File: src/rtl/pss_pkg.sv
package pss_pkg;
  typedef enum logic [1:0] {
    ST_RUN    = 2'd0,
    ST_STOP   = 2'd1,
    ST_SETTLE = 2'd2,
    ST_RESET  = 2'd3
  } pss_state_e;
endpackage

File: src/rtl/pss_step_cnt.sv
// Counts enabled steps up to LIMIT; last is high on the LIMIT-th step.
module pss_step_cnt #(
  parameter int unsigned LIMIT = 4
) (
  input  logic clk,
  input  logic rst,
  input  logic clear,
  input  logic step,
  output logic last
);
  localparam int unsigned CW = (LIMIT > 1) ? $clog2(LIMIT) : 1;
  localparam logic [CW-1:0] TOP = CW'(LIMIT - 1);

  logic [CW-1:0] cnt_q;

  assign last = step && !clear && (cnt_q == TOP);

  always_ff @(posedge clk) begin
    if (rst || clear) cnt_q <= '0;
    else if (step) cnt_q <= (cnt_q == TOP) ? '0 : cnt_q + 1'b1;
  end
endmodule

File: src/rtl/pss_warn_filter.sv
// Asserts hit on each cycle cmp is high, once it has been high FILT_CLKS cycles in a row.
module pss_warn_filter #(
  parameter int unsigned FILT_CLKS = 8
) (
  input  logic clk,
  input  logic rst,
  input  logic en,
  input  logic cmp,
  output logic hit
);
  localparam int unsigned CW = (FILT_CLKS > 1) ? $clog2(FILT_CLKS) : 1;
  localparam logic [CW-1:0] TOP = CW'(FILT_CLKS - 1);

  logic [CW-1:0] run_q;

  assign hit = en && cmp && (run_q == TOP);

  always_ff @(posedge clk) begin
    if (rst || !en || !cmp) run_q <= '0;
    else if (run_q != TOP) run_q <= run_q + 1'b1;
  end
endmodule

File: src/rtl/pss_wake_timer.sv
// Loaded at stop entry; expires on the programmed tick. Zero disables it.
module pss_wake_timer #(
  parameter int unsigned WAKE_W = 16
) (
  input  logic              clk,
  input  logic              rst,
  input  logic              load,
  input  logic [WAKE_W-1:0] load_val,
  input  logic              en,
  input  logic              tick,
  output logic              expire
);
  logic [WAKE_W-1:0] rem_q;

  assign expire = en && tick && (rem_q == WAKE_W'(1));

  always_ff @(posedge clk) begin
    if (rst) rem_q <= '0;
    else if (load) rem_q <= load_val;
    else if (en && tick && (rem_q > WAKE_W'(1))) rem_q <= rem_q - 1'b1;
  end
endmodule

File: src/rtl/pss_ctrl.sv
module pss_ctrl
  import pss_pkg::*;
#(
  parameter int unsigned FILT_CLKS    = 8,
  parameter int unsigned SETTLE_TICKS = 4,
  parameter int unsigned RST_HOLD     = 16,
  parameter int unsigned WAKE_W       = 16
) (
  input  logic              clk,
  input  logic              rst,
  input  logic              tick,
  input  logic              stop_req,
  input  logic              mon_dis,
  input  logic [WAKE_W-1:0] wake_cnt,
  input  logic              io_irq,
  input  logic              cmp_warn,
  input  logic              cmp_rst,
  input  logic              cmp_por,
  input  logic              flag_clr,
  output logic              mon_en,
  output logic              cpu_run,
  output logic              int_rst,
  output logic              pf_flag
);
  pss_state_e state_q, state_n;
  logic filt_hit, wake_exp, settle_done, hold_done;
  logic mon_live, stop_wake, settle_warn, flag_n;

  pss_warn_filter #(.FILT_CLKS(FILT_CLKS)) u_filt (
    .clk(clk), .rst(rst), .en(state_q == ST_RUN), .cmp(cmp_warn), .hit(filt_hit)
  );

  pss_wake_timer #(.WAKE_W(WAKE_W)) u_wake (
    .clk(clk), .rst(rst),
    .load(state_q == ST_RUN && stop_req), .load_val(wake_cnt),
    .en(state_q == ST_STOP), .tick(tick), .expire(wake_exp)
  );

  pss_step_cnt #(.LIMIT(SETTLE_TICKS)) u_settle (
    .clk(clk), .rst(rst), .clear(state_q != ST_SETTLE), .step(tick),
    .last(settle_done)
  );

  pss_step_cnt #(.LIMIT(RST_HOLD)) u_hold (
    .clk(clk), .rst(rst),
    .clear(state_q != ST_RESET || cmp_rst || cmp_por), .step(1'b1),
    .last(hold_done)
  );

  assign mon_live    = !mon_dis;
  assign stop_wake   = io_irq || wake_exp || (mon_live && (cmp_warn || cmp_rst));
  assign settle_warn = (state_q == ST_SETTLE) && settle_done && !cmp_rst && cmp_warn;

  always_comb begin
    state_n = state_q;
    unique case (state_q)
      ST_RUN: begin
        if (cmp_rst) state_n = ST_RESET;
        else if (stop_req) state_n = ST_STOP;
      end
      ST_STOP:   if (stop_wake) state_n = ST_SETTLE;
      ST_SETTLE: if (settle_done) state_n = cmp_rst ? ST_RESET : ST_RUN;
      ST_RESET:  if (hold_done) state_n = ST_RUN;
      default:   state_n = ST_RESET;
    endcase
    if (cmp_por) state_n = ST_RESET;
  end

  always_comb begin
    flag_n = pf_flag;
    if (flag_clr) flag_n = 1'b0;
    if (filt_hit || settle_warn) flag_n = 1'b1;
    if (cmp_por) flag_n = 1'b0;
  end

  always_ff @(posedge clk) begin
    if (rst) begin
      state_q <= ST_RESET;
      mon_en  <= 1'b1;
      cpu_run <= 1'b0;
      int_rst <= 1'b1;
      pf_flag <= 1'b0;
    end else begin
      state_q <= state_n;
      mon_en  <= (state_n == ST_STOP) ? mon_live : 1'b1;
      cpu_run <= (state_n == ST_RUN);
      int_rst <= (state_n == ST_RESET);
      pf_flag <= flag_n;
    end
  end
endmodule

File: config.mk
export PLATFORM = sky130hd
export DESIGN_NAME = pss_ctrl
export DESIGN_NICKNAME = d
export VERILOG_FILES = /design/src/rtl/pss_pkg.sv /design/src/rtl/pss_step_cnt.sv /design/src/rtl/pss_warn_filter.sv /design/src/rtl/pss_wake_timer.sv /design/src/rtl/pss_ctrl.sv
export SDC_FILE = /design/constraint.sdc
export NUM_CORES = 1
export LEC_CHECK = 0
export BUFFER_PORTS_ARGS = -buffer_cell sky130_fd_sc_hd__buf_4
export CORE_UTILIZATION = 57
export CTS_BUF_LIST = sky130_fd_sc_hd__clkbuf_4
export CTS_CLUSTER_SIZE = 20
export DETAILED_ROUTE_END_ITERATION = 7
export PLACE_DENSITY = 0.77
export SYNTH_ARGS = -nofsm -noshare
export SYNTH_HDL_FRONTEND = slang
export SYNTH_SLANG_ARGS = --single-unit
File: constraint.sdc
create_clock -name clk -period 2.58 [get_ports clk]
set_input_delay 0.129 -clock clk [delete_from_list [all_inputs] [get_ports clk]]
set_output_delay 0.129 -clock clk [all_outputs]
set_load 0.03 [all_outputs]
==> impl_metrics.yaml, run 1 <==
status:
  outcome: "finished, violations left"
  violations: "design-rule violations"
clocking:
  cts_setup_buffers: 0
  tritoncts: "done"
  cts.path.max_buffers: 2
  cts_buffers: 5
  cts.root.buffer_cell: "clkbuf_4"
  clk_latency_ns: 0.33
  holdBufCountCts: 2
  clk_pin_slew_ns: 0.09
  cts.sinks: 31
  post_cts_resized: 0
  htreeDepth: 2
worst_setup_path:
  worstSetupStartpoint: "u_wake.rem_q[8]"
  path_class: "register to register"
  r2r-start: "u_wake.rem_q[8]"
  cp.arrival_ns: 2.58
  cp_max_fo: 6
  start_kind: "register"
  required_ns: 2.85
  critPathCaptureType: "register"
sta:
  min_period_ns: 2.312
  rsz0062_at_grt: "false"
  max-slew-margin-rel_pct: 64.55
  finalCritPeriodShare_pct: 89.61
  finalHoldViolations: 0
  slew_violations: 0
  timing.final.ws_setup_ns: 0.2680
  setup_viol: 0
  fin_tns_setup_ns: 0
  hold_slack_ns: 0.02238
  fin_worst_skew_ns: 0.004197
  tightest_slew_ns: 0.5272
  max_freq_mhz: 432.5
flow_run:
  max-cap-violations: 0
cells_and_area:
  antennaDiodeCount: 0
  nets: 267
  drive_above_1_share_pct: 21.19
  area_growth_syn_to_layout_pct: 18.59
  post-route-cell-area_um2: 2027
placed_design:
  port_buffers: 29
  dp_hpwl_mm: 2.900
  placed_area_um2: 1954
  pre_cts_ws_ns: 0.2937
  gp_congestion: 0.8285
synthesis:
  yosys_warnings: 0
  synth_seq_area_share_pct: 36.31
  syn-cell-area_um2: 1709
  synth-main-ff-cell: "dfxtp_1"
  synth_seq_cells: 31
  synth_cell_types: 53
  syn_nets: 234
  synthArstFlopShare_pct: 0
  synthCells: 202
  synth_edf_count: 0
  synth_area_per_cell_um2: 8.461
floorplan:
  die_area_um2: 3222
  die_y_um: 56.76
  start_util_pct: 60.93
  design.core.area_um2: 2805
  rows: 19
  io_pins: 30
  dieWidth_um: 56.76
grt:
  overflow: 0
  track_usage_pct: 27.18
  grt_pass1_wl_mm: 6.720
  grt_max_degree: 25
  antenna_found_initial: 0
  first_global_vias: 1516
min_path:
  hp-class: "input pin to register"
  hp-start: "cmp_rst"
route:
  wire_per_inst_um: 14.85
  viasPerCell: 5.951
  drc: 4
  antenna_left: 0
  drt-total-wl_mm: 3.965
  drtIter0Drc: 104
  dr.pass1.iters: 6
  num_vias: 1589
power:
  leakage_nw: 0.8387
  power.density_nw_per_um2: 394.9
  ir_drop_uv: 367.2
  total_power_uw: 800.4
==> power by group <==
part | internal (mW) | switching, mW | total [mW] | leakage, nW
sequential | 0.479 | 0.000571 | 0.479 | 0.250
clock | 0.111 | 0.158 | 0.269 | 0.0307
combinational | 0.0309 | 0.0211 | 0.0519 | 0.558
==> flip-flops by register name, summed over array words and instances, names as in the netlist <==
name	flops
cpu_run	1
int_rst	1
mon_en	1
pf_flag	1
state_q	2
u_filt.run_q	3
u_hold.cnt_q	4
u_settle.cnt_q	2
u_wake.rem_q	16
==> per-layer routing <==
layer / vias up / share of wire (%) / global-route usage [%]
li1: 810 / - / -
met3: 6 / 4.7 / 8.525
met4: 0 / 0.96 / 8.014
met1: 725 / 45 / 34.62
met2: 48 / 49 / 44.05
met5: - / 0 / 0
==> final timing paths <==
path / endpoint / slack [ns] / cells after the start
worst max-delay path: u_wake.rem_q[13] / 0.27 / 5
worst min-delay path: u_hold.cnt_q[2] / 0.02 / 2
worst max register to register: u_wake.rem_q[13] / 0.27 / 5
worst min register to register: u_hold.cnt_q[0] / 0.45 / 1
==> synthesized netlist by cell type (all sizes together), types with 2 or more instances <==
| library cell | instances | area share (%) |
|---|---|---|
| mux2i | 3 | 1.8 |
| a21oi | 11 | 3.2 |
| nand2b | 5 | 1.8 |
| nor2 | 25 | 5.5 |
| ha | 6 | 4.4 |
| nand2 | 15 | 3.3 |
| dfxtp | 31 | 36 |
| nor3 | 12 | 3.8 |
| and4b | 2 | 1.2 |
| nor3b | 2 | 0.88 |
| or4 | 4 | 2.3 |
| clkbuf | 7 | 1.5 |
| or3 | 3 | 1.2 |
| xnor2 | 8 | 4.1 |
| a21boi | 2 | 0.88 |
| xor2 | 2 | 1.0 |
| nor4 | 9 | 4.2 |
| o211ai | 2 | 0.88 |
| or2 | 2 | 0.73 |
| inv | 6 | 1.3 |
| a211oi | 9 | 4.0 |
| o21ai | 6 | 1.8 |
| nand3 | 6 | 1.8 |
==> cell type report <==
type                       instances  area, µm²
multi-input combinational        156       1025
timing repair buffer              35      267.8
sequential                        31      620.6
clock buffer                       6      45.04
clock inverter                     2      7.507
tap                               31      38.79
inverter                           6      22.52
fill                             229      778.2
==> placed cells by master (no fill, tap or decap), drive strengths merged, types with 4 or more instances in the layout <==
cell    synthesis  layout
buf             1      33
dfxtp          31      31
nor2           25      25
nand2          15      15
nor3           12      12
a21oi          11      11
a211oi          9       9
nor4            9       9
xnor2           8       8
inv             6       6
nand3           6       6
o21ai           6       6
ha              6       6
clkbuf          7       6
nand2b          5       5
or4             4       4
==> stage by stage <==
stage	utilization (%)	std cells
after floorplan	-	202
after global placement	69.67	257
after detailed placement	69.67	257
after CTS	72.26	267
after global routing	72.26	267
final	72.26	267
==> logic make-up after synthesis <==
kind of cell / count (synthesis) / share of synthesized area (%)
and+or+nand+nor: 90 / 28.70
AOI/OAI and AO/OA: 46 / 19.33
DFF: 31 / 36.31
buffers and inverters: 15 / 3.733
xor gates and xnor gates: 10 / 5.125
adders and majority gates: 6 / 4.392
muxes: 4 / 2.416
==> critical path, stage by stage (launching register included) <==
cell and delay [ns]:
dfxtp_1 0.37, or4_4 0.60, or4_4 0.55, nor3_2 0.23, mux2_1 0.36, a21oi_1 0.14
(Power assumes the default switching activity.)
==> run 2, diff against run 1 <==
- CELL_PAD_IN_SITES_DETAIL_PLACEMENT: not set -> 2
- CELL_PAD_IN_SITES_GLOBAL_PLACEMENT: not set -> 2
- CORE_UTILIZATION: 57 -> 34
- RECOVER_POWER: not set -> 50
==> impl_metrics.yaml, run 2 (synthesis gave the netlist of run 1 again) <==
worst_setup_path:
  slowest_delay_ns: 0.60
  r2r-start: "u_wake.rem_q[8]"
  rr_worst_depth: 5
  start_kind: "register"
  crit_chain: "or4_4 > or4_4 > nor3_2 > mux2_1 > a21oi_1"
  cp_max_fo: 6
  crit_buf_inv: 0
  cp.arrival_ns: 2.59
  required_ns: 2.85
  rrSetupSlack_ns: 0.26
  slowest_stage: "or4_4"
  critPathCaptureType: "register"
  r2r-end: "u_wake.rem_q[13]"
  path_class: "register to register"
  crit_top_cell: "or4_4"
  critical-path-top-delay-family: "simple AND/OR/NAND/NOR gates"
sta:
  finalHoldViolations: 0
  timing.final.ws_setup_ns: 0.2631
  fin_tns_setup_ns: 0
  tightest_slew_ns: 0.6533
  fin_worst_skew_ns: 0.01435
  slew_violations: 0
  rsz0062_at_grt: "false"
  max_freq_mhz: 431.6
  min_period_ns: 2.317
  max-slew-margin-rel_pct: 56.45
  setup_viol: 0
  finalCritPeriodShare_pct: 89.80
route:
  drc: 0
  viasPerCell: 5.460
  drt-total-wl_mm: 5.216
  dr.pass1.iters: 4
  wire_per_inst_um: 17.27
  drtIter0Drc: 64
  antenna_left: 0
  num_vias: 1649
floorplan:
  design.core.area_um2: 4786
  start_util_pct: 35.71
  rows: 25
  die_area_um2: 5314
  io_pins: 30
  die_y_um: 72.90
  dieWidth_um: 72.90
clocking:
  htreeDepth: 2
  post_cts_resized: 0
  clk_pin_slew_ns: 0.11
  tritoncts: "done"
  cts_buffers: 5
  clk_latency_ns: 0.35
  cts.sinks: 31
  cts.path.max_buffers: 2
  cts.root.buffer_cell: "clkbuf_4"
power:
  power.density_nw_per_um2: 398.7
  pwr-share-seq_pct: 59.0
  total_power_uw: 812.6
  leakage_nw: 0.8210
  ir_drop_uv: 241.2
  internal-power_uw: 610.2
  pwr-share-clk_pct: 34.5
  p_sw_share_pct: 24.91
  p_switching_uw: 202.4
  p_comb_share_pct: 6.5
placed_design:
  dp_hpwl_mm: 4.002
  port_buffers: 29
  placed_area_um2: 1999
  dp_cells: 293
  pre_cts_ws_ns: 0.2844
  gp_congestion: 0.8033
cells_and_area:
  fill_cells: 563
  drive_above_1_share_pct: 19.57
  area_growth_syn_to_layout_pct: 19.25
  layout_common_cells: "dfxtp_1, buf_4, nor2_1"
  antennaDiodeCount: 0
  post-route-cell-area_um2: 2038
  nets: 266
  top_regs: "u_wake.rem_q (16), u_hold.cnt_q (4), u_filt.run_q (3)"
  largest_reg_flops: 16
  stdcell_count: 302
  layout_commonest_cell: "dfxtp_1"
  regMostFlops: "u_wake.rem_q"
grt:
  grt_pass1_wl_mm: 8.797
  first_global_vias: 1829
  track_usage_pct: 22.15
  antenna_found_initial: 0
  overflow: 0
  grt_max_degree: 25
min_path:
  hp-class: "input pin to register"
  hold_path_depth: 2
  hp-start: "cmp_rst"
  min_to: "u_hold.cnt_q[2]"
status:
  outcome: "finished clean"
flow_run:
  max-cap-violations: 0
-- run 2: cell types whose count changed in the layout (fill, tap and decap cells not counted), sizes merged --
cell / previous run / this run
buf: 33 / 28
clkbuf: 6 / 10
clkinv: 2 / 3
dlygate4sd3: 2 / 1
-- run 2: area by class of cell --
cell class | instances | area, µm² | area share (%)
flip-flops and latches | 31 | 620.6 | 30.45
repair buffers | 34 | 239.0 | 11.73
clock buffers | 5 | 37.54 | 1.842
multi-input cells | 156 | 1020 | 50.03
inverters | 6 | 22.52 | 1.105
well taps | 67 | 83.83 | 4.113
clock inverters | 3 | 15.01 | 0.7366
-- run 2: repair_timing --
item,4_1_cts,5_1_grt
hold buffers,1,0
buffers inserted,0,0
endpoints found under the hold margin,1,0
-- run 2: per-stage QoR --
step           hold slack, ns  util [%]
2_1_floorplan          0.2008         -
3_3_place_gp           0.3402     41.78
3_5_place_dp           0.3543     41.78
4_1_cts            0.00006020     43.09
5_1_grt              0.004097     42.59
6_report              0.01572     42.59
-- run 2: worst reg2reg max path: stages, from the launching register on --
cell     delay (ns)
dfxtp_1        0.37
or4_4          0.60
or4_4          0.56
nor3_2         0.23
mux2_1         0.35
a21oi_1        0.14
-- run 2: per-layer routing --
| layer | routed length, µm | GRT usage [%] | up-vias |
|---|---|---|---|
| li1 | - | - | 808 |
| met1 | 2330 | 26.28 | 807 |
| met2 | 2645 | 39.25 | 28 |
| met3 | 175 | 4.558 | 6 |
| met4 | 65 | 8.279 | 0 |
| met5 | 0 | 0 | - |
-- run 2: worst max path at each step --
stage	start	to	slack, ns	cells past startpoint
after floorplan	u_wake.rem_q[8]	u_wake.rem_q[13]	0.44	5
after global placement	u_wake.rem_q[8]	u_wake.rem_q[13]	0.37	5
after detailed placement	u_wake.rem_q[8]	u_wake.rem_q[13]	0.28	5
after CTS	u_wake.rem_q[8]	u_wake.rem_q[13]	0.25	5
after global routing	u_wake.rem_q[2]	u_wake.rem_q[13]	0.17	5
final	u_wake.rem_q[8]	u_wake.rem_q[13]	0.26	5
-- run 2: power groups by stage --
stage,Clock [mW],Combinational [mW],Sequential (mW)
finish,0.281,0.0525,0.480
global route,0.309,0.0578,0.480
CTS,0.293,0.0533,0.480
detailed placement,0,0.0518,0.491
global placement,0,0.0497,0.491
floorplan,0,0.0159,0.491
==> run 3, diff against run 2 <==
- MAX_ROUTING_LAYER: not set -> met4
==> impl_metrics.yaml, run 3 (synthesis gave the netlist of run 1 again) <==
worst_setup_path:
  required_ns: 2.85
  start_kind: "register"
  cp_max_fo: 6
  path_class: "register to register"
  crit_chain: "or4_4 > or4_4 > nor3_2 > mux2_1 > a21oi_1"
  cp.arrival_ns: 2.58
  slowest_delay_ns: 0.60
  slowest_stage: "or4_4"
  crit_top_cell: "or4_4"
  critPathCaptureType: "register"
placed_design:
  pre_cts_ws_ns: 0.2844
  dp_hpwl_mm: 4.002
  port_buffers: 29
  dp_cells: 293
  placed_area_um2: 1999
  gp_congestion: 0.8150
status:
  outcome: "finished clean"
cells_and_area:
  layout_commonest_cell: "dfxtp_1"
  nets: 266
  regMostFlops: "u_wake.rem_q"
  area_growth_syn_to_layout_pct: 19.25
  top_regs: "u_wake.rem_q (16), u_hold.cnt_q (4), u_filt.run_q (3)"
  antennaDiodeCount: 0
  stdcell_count: 302
  drive_above_1_share_pct: 19.57
  largest_reg_flops: 16
  post-route-cell-area_um2: 2038
  layout_common_cells: "dfxtp_1, buf_4, nor2_1"
grt:
  overflow: 0
  track_usage_pct: 22.81
  grt_max_degree: 25
  first_global_vias: 1826
  grt_pass1_wl_mm: 8.797
  antenna_found_initial: 0
sta:
  rsz0062_at_grt: "false"
  min_period_ns: 2.315
  fin_tns_setup_ns: 0
  fin_worst_skew_ns: 0.01585
  max_freq_mhz: 432.1
  slew_violations: 0
  timing.final.ws_setup_ns: 0.2655
  tightest_slew_ns: 0.6557
  setup_viol: 0
  hold_slack_ns: 0.01628
  max-slew-margin-rel_pct: 56.29
  finalHoldViolations: 0
  finalCritPeriodShare_pct: 89.71
floorplan:
  start_util_pct: 35.71
  design.core.area_um2: 4786
  die_area_um2: 5314
  die_y_um: 72.90
  dieWidth_um: 72.90
  rows: 25
  io_pins: 30
flow_run:
  max-cap-violations: 0
clocking:
  post_cts_resized: 0
  clk_pin_slew_ns: 0.10
  cts.sinks: 31
  htreeDepth: 2
  cts.root.buffer_cell: "clkbuf_4"
  tritoncts: "done"
  cts_setup_buffers: 0
  clk_latency_ns: 0.34
  cts.path.max_buffers: 2
  cts_buffers: 5
route:
  antenna_left: 0
  drc: 0
  wire_per_inst_um: 17.27
  drt-total-wl_mm: 5.217
  num_vias: 1647
  viasPerCell: 5.454
  dr.pass1.iters: 4
  drtIter0Drc: 72
power:
  leakage_nw: 0.8210
  power.density_nw_per_um2: 398.2
  ir_drop_uv: 241.7
min_path:
  hp-class: "input pin to register"
-- run 3: cell counts in the layout (fill, tap and decap cells not counted) --
No cell type changed its count.
-- run 3: layer usage --
metal / vias to the layer above / part of all wire [%] / track usage (%)
li1: 810 / - / -
met1: 807 / 45 / 26.28
met2: 25 / 51 / 39.25
met3: 5 / 2.9 / 4.558
met4: 0 / 1.1 / 8.279
met5: - / 0 / -
-- run 3: worst max-delay path, delay by kind of cell, from the launching register on --
kind               cells  cell delay, ns
DFF                    1            0.37
AOI/OAI and AO/OA      1            0.14
muxes                  1            0.35
and+or+nand+nor        3            1.39
-- run 3: through the flow --
step	util [%]	power [mW]
after floorplan	-	0.5064
after global placement	41.78	0.5403
after detailed placement	41.78	0.5425
after CTS	43.09	0.8255
after global routing	42.59	0.8472
final	42.59	0.8116
-- run 3: worst paths after layout --
path | slack, ns | from | to | cells past startpoint
worst min register to register | 0.46 | u_hold.cnt_q[0] | u_hold.cnt_q[0] | 1
worst min-delay path | 0.02 | cmp_por | cpu_run | 2
worst max-delay path | 0.27 | u_wake.rem_q[8] | u_wake.rem_q[13] | 5
worst max register to register | 0.27 | u_wake.rem_q[8] | u_wake.rem_q[13] | 5
-- run 3: layout make-up --
type	count	area (µm²)
clock buffer	5	37.54
clock inverter	3	15.01
fill	563	2748
inverter	6	22.52
multi-input combinational	156	1020
sequential	31	620.6
tap	67	83.83
timing repair buffer	34	239.0
-- run 3: repair_timing --
item	4_1_cts	5_1_grt
endpoints found under the setup margin	0	0
hold endpoints to repair	1	0
hold buffers	1	0
-- run 3: power by group --
part	switching, mW	internal, mW
Clock	0.178	0.101
Sequential	0.000589	0.479
Combinational	0.0226	0.0300
Total	0.201	0.610
